### src/rtl/sirdf_pkg.sv
package sirdf_pkg;

    localparam logic [7:0]  FLAG_OPEN  = 8'hC0;
    localparam logic [7:0]  FLAG_CLOSE = 8'hC1;
    localparam logic [7:0]  ESC_BYTE   = 8'h7D;
    localparam logic [7:0]  ESC_MASK   = 8'h20;
    localparam logic [15:0] CRC_SEED   = 16'hFFFF;
    localparam logic [15:0] CRC_POLY_R = 16'h8408;
    localparam logic [15:0] CRC_RESID  = 16'hF0B8;

    typedef enum logic [1:0] {
        ST_HUNT,
        ST_BODY,
        ST_ESC
    } uw_state_e;

    typedef enum logic [2:0] {
        EV_NONE,
        EV_OPEN,
        EV_DATA,
        EV_CLOSE,
        EV_REOPEN,
        EV_ESCABORT
    } uw_event_e;

    typedef struct packed {
        logic crc_bad;    // bit 3
        logic esc_abort;  // bit 2
        logic len_over;   // bit 1
        logic no_close;   // bit 0
    } frm_stat_t;

    function automatic logic [15:0] crc_byte(input logic [15:0] c, input logic [7:0] d);
        logic [15:0] r;
        r = c ^ {8'h00, d};
        for (int i = 0; i < 8; i++) begin
            r = r[0] ? ((r >> 1) ^ CRC_POLY_R) : (r >> 1);
        end
        return r;
    endfunction

endpackage

### src/rtl/sirdf_crc16.sv
module sirdf_crc16
    import sirdf_pkg::*;
(
    input  logic        clk,
    input  logic        rst_n,
    input  logic        seed,
    input  logic        adv,
    input  logic [7:0]  data,
    output logic [15:0] crc,
    output logic        resid_ok
);

    logic [15:0] crc_d, crc_q;

    always_comb begin
        crc_d = crc_q;
        if (seed) begin
            crc_d = CRC_SEED;
        end else if (adv) begin
            crc_d = crc_byte(crc_q, data);
        end
    end

    always_ff @(posedge clk or negedge rst_n) begin
        if (!rst_n) crc_q <= CRC_SEED;
        else        crc_q <= crc_d;
    end

    assign crc      = crc_q;
    assign resid_ok = (crc_q == CRC_RESID);

    // a seed request always restarts the register
    a_r9_seed_restart: assert property (@(posedge clk) disable iff (!rst_n)
        seed |=> (crc == CRC_SEED));

endmodule

### src/rtl/sirdf_unwrap.sv
module sirdf_unwrap
    import sirdf_pkg::*;
(
    input  logic       clk,
    input  logic       rst_n,
    input  logic       acc,
    input  logic [7:0] byte_in,
    output uw_event_e  ev,
    output logic [7:0] data
);

    typedef struct packed {
        uw_state_e st;
        logic      has_data;
    } uw_reg_t;

    uw_reg_t d, q;

    always_comb begin
        d    = q;
        ev   = EV_NONE;
        data = byte_in;
        if (acc) begin
            unique case (q.st)
                ST_HUNT: begin
                    if (byte_in == FLAG_OPEN) begin
                        ev         = EV_OPEN;
                        d.st       = ST_BODY;
                        d.has_data = 1'b0;
                    end
                end
                ST_BODY: begin
                    if (byte_in == FLAG_OPEN) begin
                        ev         = q.has_data ? EV_REOPEN : EV_OPEN;
                        d.has_data = 1'b0;
                    end else if (byte_in == FLAG_CLOSE) begin
                        ev   = EV_CLOSE;
                        d.st = ST_HUNT;
                    end else if (byte_in == ESC_BYTE) begin
                        d.st = ST_ESC;
                    end else begin
                        ev         = EV_DATA;
                        d.has_data = 1'b1;
                    end
                end
                ST_ESC: begin
                    if (byte_in == FLAG_OPEN || byte_in == FLAG_CLOSE) begin
                        ev   = EV_ESCABORT;
                        d.st = ST_HUNT;
                    end else begin
                        ev         = EV_DATA;
                        data       = byte_in ^ ESC_MASK;
                        d.has_data = 1'b1;
                        d.st       = ST_BODY;
                    end
                end
                default: d.st = ST_HUNT;
            endcase
        end
    end

    always_ff @(posedge clk or negedge rst_n) begin
        if (!rst_n) q <= '{st: ST_HUNT, has_data: 1'b0};
        else        q <= d;
    end

    // an escape inside a frame always parks the walker in the escape state
    a_r4_escape_enter: assert property (@(posedge clk) disable iff (!rst_n)
        (acc && byte_in == ESC_BYTE && q.st == ST_BODY) |=> (q.st == ST_ESC));

    // while hunting only an opening flag can produce an event
    a_r2_hunt_quiet: assert property (@(posedge clk) disable iff (!rst_n)
        (q.st == ST_HUNT) |-> (ev == EV_NONE || ev == EV_OPEN));

    // an aborted escape returns to hunting
    a_r5_abort_hunt: assert property (@(posedge clk) disable iff (!rst_n)
        (ev == EV_ESCABORT) |=> (q.st == ST_HUNT));

endmodule

### src/rtl/sir_deframer.sv
module sir_deframer
    import sirdf_pkg::*;
#(
    parameter int LEN_W = 12
) (
    input  logic             clk,
    input  logic             rst_n,
    input  logic             in_valid,
    input  logic [7:0]       in_byte,
    input  logic             cfg_rx_en,
    input  logic             cfg_tx_en,
    input  logic             cfg_loop,
    input  logic             cfg_fcs_chk,
    input  logic [LEN_W-1:0] cfg_max_len,
    output logic             out_valid,
    output logic [7:0]       out_byte,
    output logic             out_last,
    output logic             frm_done,
    output logic [3:0]       frm_status,
    output logic [LEN_W-1:0] byte_count,
    output logic [15:0]      flag_word
);

    localparam logic [LEN_W-1:0] CNT_ONE = LEN_W'(1);

    typedef struct packed {
        logic [7:0]       hold;
        logic             hold_vld;
        logic [LEN_W-1:0] cnt;
        logic             len_over;
        logic             o_vld;
        logic [7:0]       o_byte;
        logic             o_last;
        logic             o_done;
        frm_stat_t        o_stat;
    } df_reg_t;

    df_reg_t d, q;

    logic       rx_gate;
    logic       acc;
    uw_event_e  ev;
    logic [7:0] uw_data;
    logic       crc_seed;
    logic       crc_adv;
    logic [15:0] crc_val;
    logic       crc_ok;

    assign rx_gate = cfg_rx_en & (~cfg_tx_en | cfg_loop);
    assign acc     = in_valid & rx_gate;

    sirdf_unwrap u_unwrap (
        .clk     (clk),
        .rst_n   (rst_n),
        .acc     (acc),
        .byte_in (in_byte),
        .ev      (ev),
        .data    (uw_data)
    );

    assign crc_seed = (ev == EV_OPEN) || (ev == EV_REOPEN);
    assign crc_adv  = (ev == EV_DATA);

    sirdf_crc16 u_crc (
        .clk      (clk),
        .rst_n    (rst_n),
        .seed     (crc_seed),
        .adv      (crc_adv),
        .data     (uw_data),
        .crc      (crc_val),
        .resid_ok (crc_ok)
    );

    always_comb begin
        d        = q;
        d.o_vld  = 1'b0;
        d.o_last = 1'b0;
        d.o_done = 1'b0;
        unique case (ev)
            EV_OPEN: begin
                d.cnt      = '0;
                d.len_over = 1'b0;
                d.hold_vld = 1'b0;
            end
            EV_DATA: begin
                if (q.cnt < cfg_max_len) begin
                    if (q.hold_vld) begin
                        d.o_vld  = 1'b1;
                        d.o_byte = q.hold;
                    end
                    d.hold     = uw_data;
                    d.hold_vld = 1'b1;
                    d.cnt      = q.cnt + CNT_ONE;
                end else begin
                    d.len_over = 1'b1;
                end
            end
            EV_CLOSE, EV_REOPEN, EV_ESCABORT: begin
                if (q.hold_vld) begin
                    d.o_vld  = 1'b1;
                    d.o_byte = q.hold;
                    d.o_last = 1'b1;
                end
                d.hold_vld        = 1'b0;
                d.o_done          = 1'b1;
                d.o_stat          = '0;
                d.o_stat.len_over = q.len_over;
                if (ev == EV_CLOSE) begin
                    d.o_stat.crc_bad = cfg_fcs_chk & ~crc_ok;
                end else if (ev == EV_REOPEN) begin
                    d.o_stat.no_close = 1'b1;
                    d.cnt             = '0;
                    d.len_over        = 1'b0;
                end else begin
                    d.o_stat.esc_abort = 1'b1;
                end
            end
            default: ;
        endcase
    end

    always_ff @(posedge clk or negedge rst_n) begin
        if (!rst_n) q <= '0;
        else        q <= d;
    end

    assign out_valid  = q.o_vld;
    assign out_byte   = q.o_byte;
    assign out_last   = q.o_last;
    assign frm_done   = q.o_done;
    assign frm_status = q.o_stat;
    assign byte_count = q.cnt;
    assign flag_word  = {FLAG_CLOSE, FLAG_OPEN};

    // a cycle without an accepted byte yields no output next cycle
    a_r10_gate_blocks: assert property (@(posedge clk) disable iff (!rst_n)
        !acc |=> (!out_valid && !frm_done));

    // opening a frame clears the stored-byte count
    a_r7_count_clear: assert property (@(posedge clk) disable iff (!rst_n)
        (ev == EV_OPEN || ev == EV_REOPEN) |=> (byte_count == '0));

    // the count never grows past the limit in force
    a_r8_count_bound: assert property (@(posedge clk) disable iff (!rst_n)
        (byte_count <= cfg_max_len) |=> (byte_count <= $past(cfg_max_len)));

    // the end marker travels only with a completion pulse
    a_r3_last_with_done: assert property (@(posedge clk) disable iff (!rst_n)
        out_last |-> (out_valid && frm_done));

    // the three closing causes never coincide
    a_r6_cause_exclusive: assert property (@(posedge clk) disable iff (!rst_n)
        frm_done |-> $onehot0({frm_status[3], frm_status[2], frm_status[0]}));

    // with the check off no FCS error is reported
    a_r9_check_off: assert property (@(posedge clk) disable iff (!rst_n)
        !cfg_fcs_chk |=> (!frm_done || !frm_status[3]));

endmodule

### config.mk
export PLATFORM = sky130hd
export DESIGN_NAME = sir_deframer
export DESIGN_NICKNAME = d
export VERILOG_FILES = /design/src/rtl/sirdf_pkg.sv /design/src/rtl/sirdf_crc16.sv /design/src/rtl/sirdf_unwrap.sv /design/src/rtl/sir_deframer.sv
export SDC_FILE = /design/constraint.sdc
export NUM_CORES = 1
export LEC_CHECK = 0
export BUFFER_PORTS_ARGS = -buffer_cell sky130_fd_sc_hd__buf_2
export CORE_AREA = 2 2 108 110
export DETAILED_ROUTE_END_ITERATION = 10
export DIE_AREA = 0 0 110 112
export HOLD_SLACK_MARGIN = 0.05
export SLEW_MARGIN = 15
export SYNTH_ARGS = -nofsm -noshare
export SYNTH_HDL_FRONTEND = slang
export SYNTH_HIERARCHICAL = 1
export SYNTH_SLANG_ARGS = --single-unit
### constraint.sdc
create_clock -name clk -period 3.9 [get_ports clk]
set_input_delay 0.975 -clock clk [delete_from_list [all_inputs] [get_ports clk]]
set_output_delay 0.975 -clock clk [all_outputs]
set_load 0.01 [all_outputs]
==> Implementation_results.wiki <==
{| class="wikitable"
! Metric !! Value
|-
| Fill cell total of the finished layout || 1123
|-
| Core ar. || 11200 um2
|-
| Detailed-route via count || 2682
|-
| Number of buffers created by CTS || 5
|-
| Initial core utilization || 33.4%
|-
| Leakage power of the design || 2.12 nW
|-
| Post-synthesis cell type count || 65
|-
| Post-CTS Setup Repair Bufs || 0
|-
| Number of cells in the finished layout apart from fillers || 552
|-
| Placer congestion estimate || 0.832
|-
| Combined area of all synthesized cells || 3730 um2
|-
| Final net count || 451
|-
| Post-cts hold buffer count || 0
|-
| Part of the cycle the worst path needs || 90.4%
|-
| Proportion of register bits with asynchronous set or reset after synthesis || 100%
|-
| Number of violations of the max-capacitance limit || 0
|-
| Clk pin slew, worst setup/hold paths || 70 ps
|-
| Setup-violating endpoint count in the final report || 0
|-
| Critical path class || primary input to flop
|-
| Global route total overflow || 0
|-
| Hpwl dp || 6000 um
|-
| Number of global-route vias before repair || 2566
|-
| Number of nets with antenna violations after routing || 0
|-
| Number of warnings issued by yosys || 6
|-
| Initial antenna violation count || 0
|-
| DR WL/cell || 14.0 um
|-
| Layout area overhead || 9.55%
|-
| Maximum fanout along the worst path || 10
|-
| Wire length of the first global-routing pass || 12900 um
|-
| Clock latency at the later pin of the worst-skew pair || 290 ps
|-
| Proportion of synthesized chip area in sequential cells || 38.1%
|-
| Top-Level Pins || 70
|-
| Detail-routed via count per cell || 4.86
|-
| Largest net degree at the start of global routing || 40
|-
| CTS resizes || 0
|-
| RSZ-0062 raised after global routing || false
|-
| 1st-iter DRT viols || 133
|-
| Die width || 110 um
|-
| Floorplan row count || 39
|-
| Aggregate routed wire length || 7730 um
|-
| Number of instances in the placed design || 544
|-
| DRC errors left || 0
|-
| Synthesized flop and latch total || 56
|-
| Clock sink count || 56
|-
| CTS tree || yes
|-
| Summed negative setup slack over all endpoints || 0 ps
|-
| Endpoint type of the worst setup path || flop
|-
| WP data required || 4080 ps
|-
| Pins over their slew limit || 0
|-
| Port Buf Inserts || 53
|-
| Worst-case clock skew || 4.14 ps
|-
| Final number of hold-violating endpoints || 0
|-
| Hold Crit Class || flop to flop
|-
| Post-layout minimum cycle time || 3530 ps
|-
| H-tree depth || 2
|-
| Layout cell share with drive strength beyond 1 || 28.9%
|-
| Average instance area after synthesis || 9.93 um2
|-
| CTS root buf || sky130_fd_sc_hd__clkbuf_16
|-
| Antenna diode instance count || 0
|-
| Outcome || finished clean
|-
| Detailed-router iteration count before antenna repair || 4
|-
| Dominant synthesized flop cell || sky130_fd_sc_hd__dfrtp_1
|-
| Die Y-Extent || 112 um
|-
| Ratio of total power to cell area || 605 nW/um2
|-
| Worst-Margin Slew || 809 ps
|-
| Number of synthesized flops with an enable pin || 0
|-
| Relative max-transition margin || 44.7%
|-
| Worst endpoint data arrival time || 3700 ps
|-
| Max IR drop VDD || 270 uV
|-
| Gr usage total || 13.1%
|-
| Max frequency || 0.284 GHz
|-
| Synth Instances || 376
|-
| Crit path launch type || primary input
|-
| Clk buf depth || 2
|-
| Total die area || 12300 um2
|}
==> sequential cells by signal, indices dropped and copies added, names as in the netlist <==
| name | count |
|---|---|
| out_byte | 8 |
| u_crc/crc | 16 |
| frm_status | 4 |
| out_last | 1 |
| byte_count | 12 |
| q | 10 |
| out_valid | 1 |
| frm_done | 1 |
| u_unwrap/q | 3 |
==> report_power, final <==
| part | leakage, nW | total [mW] | switching, mW | internal, mW |
|---|---|---|---|---|
| clock network | 0.0719 | 0.465 | 0.221 | 0.244 |
| logic | 1.36 | 1.03 | 0.451 | 0.574 |
| registers | 0.692 | 0.984 | 0.157 | 0.826 |
| total | 2.12 | 2.47 | 0.830 | 1.64 |
==> per-layer routing <==
metal | GRT usage [%] | wire length (um) | vias to the layer above
met4 | 2.78 | 70 | 0
met5 | 0 | 0 | -
met2 | 19.8 | 3470 | 72
met1 | 19.4 | 3660 | 1300
met3 | 2.52 | 528 | 6
li1 | - | - | 1304
==> cells by family after synthesis <==
logic type	after synthesis	synth area share, %
xor+xnor	27	10.4
other cells	2	0.201
flops	56	38.1
fa+ha+maj	16	5.36
buf+inv	78	12.9
mux	12	3.65
compound gates	68	12.7
simple gates	117	16.8
==> cell type report <==
type	instances	area, um2	area share, %
clock buffers	5	125	3.06
clock inverters	3	27.5	0.673
inverters	22	82.6	2.02
multi-input cells	256	1880	46.1
flip-flops and latches	56	1420	34.8
well taps	143	179	4.37
repair buffers	67	370	9.05
==> synthesized netlist by cell type (all sizes together) (4+ instances only) <==
master / n / share of area, %
a211o: 13 / 3.0
a21boi: 4 / 1.1
a21oi: 19 / 2.6
and3: 7 / 1.2
buf: 52 / 10
clkbuf: 4 / 0.40
dfrtp: 40 / 27
dfstp: 16 / 11
ha: 16 / 5.4
inv: 22 / 2.2
mux2: 10 / 3.1
nand2: 39 / 3.9
nand2b: 4 / 0.67
nand3: 13 / 1.7
nor2: 13 / 1.4
nor2b: 8 / 1.3
nor3: 10 / 1.5
o21ai: 15 / 2.1
or3: 4 / 0.80
xnor2: 12 / 3.2
xnor3: 8 / 4.8
xor2: 6 / 1.6
==> placed cells by master, fill, tap and decap left out, types with 2 or more instances in the layout <==
| cell | synthesis | layout |
|---|---|---|
| sky130_fd_sc_hd__a21boi_0 | 2 | 2 |
| sky130_fd_sc_hd__nor2_1 | 12 | 12 |
| sky130_fd_sc_hd__nor4bb_1 | 2 | 2 |
| sky130_fd_sc_hd__or2_2 | 2 | 2 |
| sky130_fd_sc_hd__inv_1 | 21 | 21 |
| sky130_fd_sc_hd__dfstp_2 | 16 | 16 |
| sky130_fd_sc_hd__dfrtp_1 | 40 | 40 |
| sky130_fd_sc_hd__nor4_1 | 2 | 2 |
| sky130_fd_sc_hd__mux2_2 | 9 | 9 |
| sky130_fd_sc_hd__buf_2 | 3 | 53 |
| sky130_fd_sc_hd__nand3_1 | 13 | 13 |
| sky130_fd_sc_hd__nand2b_1 | 4 | 4 |
| sky130_fd_sc_hd__a21oi_1 | 18 | 18 |
| sky130_fd_sc_hd__ha_1 | 16 | 16 |
| sky130_fd_sc_hd__nor3b_1 | 3 | 3 |
| sky130_fd_sc_hd__or3_1 | 3 | 3 |
| sky130_fd_sc_hd__nor3_1 | 9 | 9 |
| sky130_fd_sc_hd__a211o_1 | 13 | 13 |
| sky130_fd_sc_hd__xnor2_2 | 2 | 2 |
| sky130_fd_sc_hd__conb_1 | 2 | 16 |
| sky130_fd_sc_hd__clkbuf_16 | 0 | 5 |
| sky130_fd_sc_hd__a31oi_1 | 2 | 2 |
| sky130_fd_sc_hd__nand2_1 | 39 | 39 |
| sky130_fd_sc_hd__xnor3_1 | 8 | 8 |
| sky130_fd_sc_hd__xnor2_1 | 10 | 10 |
| sky130_fd_sc_hd__a21o_1 | 3 | 3 |
| sky130_fd_sc_hd__nor2b_1 | 8 | 8 |
| sky130_fd_sc_hd__buf_4 | 47 | 14 |
| sky130_fd_sc_hd__mux2i_1 | 2 | 2 |
| sky130_fd_sc_hd__and3_1 | 7 | 7 |
| sky130_fd_sc_hd__a221o_1 | 2 | 2 |
| sky130_fd_sc_hd__xor2_1 | 5 | 5 |
| sky130_fd_sc_hd__o21ai_0 | 12 | 12 |
| sky130_fd_sc_hd__nand4b_1 | 3 | 3 |
| sky130_fd_sc_hd__o21ai_1 | 2 | 2 |
==> worst max-delay path: stages <==
cell and delay (ps):
sky130_fd_sc_hd__buf_2 140, sky130_fd_sc_hd__or4b_4 210, sky130_fd_sc_hd__nor3_2 50, sky130_fd_sc_hd__a21boi_0 250, sky130_fd_sc_hd__a22oi_1 120, sky130_fd_sc_hd__nor2_1 270
sky130_fd_sc_hd__inv_2 130, sky130_fd_sc_hd__or3_4 380, sky130_fd_sc_hd__nor4_2 290, sky130_fd_sc_hd__a21boi_4 250, sky130_fd_sc_hd__buf_4 190, sky130_fd_sc_hd__nor2_2 100
sky130_fd_sc_hd__a221o_1 360
==> per-stage QoR <==
stage	power, mW	hold slack [ps]	worst slack [ps]	util, %	cell area, um2
after floorplan	1.84	442	126	-	3790
after global placement	2.00	465	169	35.2	3940
after detailed placement	2.02	469	99.3	35.2	3940
after CTS	2.50	488	404	36.6	4090
after global routing	2.66	505	137	36.6	4090
final	2.47	476	374	36.6	4090
==> path summary, 6_finish.rpt <==
| path | startpoint | endpoint | slack, ps | cells after the start |
|---|---|---|---|---|
| max reg2reg | u_unwrap/q[2]$_DFFE_PN0P_ | byte_count[4]$_DFFE_PN0P_ | 640 | 12 |
| max in group asynchronous | rst_n | u_crc/crc[14]$_DFFE_PN1P_ | 2420 | 2 |
| min | q[34]$_DFFE_PN0P_ | q[34]$_DFFE_PN0P_ | 480 | 2 |
| min reg2reg | q[34]$_DFFE_PN0P_ | q[34]$_DFFE_PN0P_ | 480 | 2 |
| min in group asynchronous | rst_n | byte_count[7]$_DFFE_PN0P_ | 610 | 1 |
| max | in_byte[6] | byte_count[4]$_DFFE_PN0P_ | 370 | 13 |
Power figures use the tool's default switching activity.
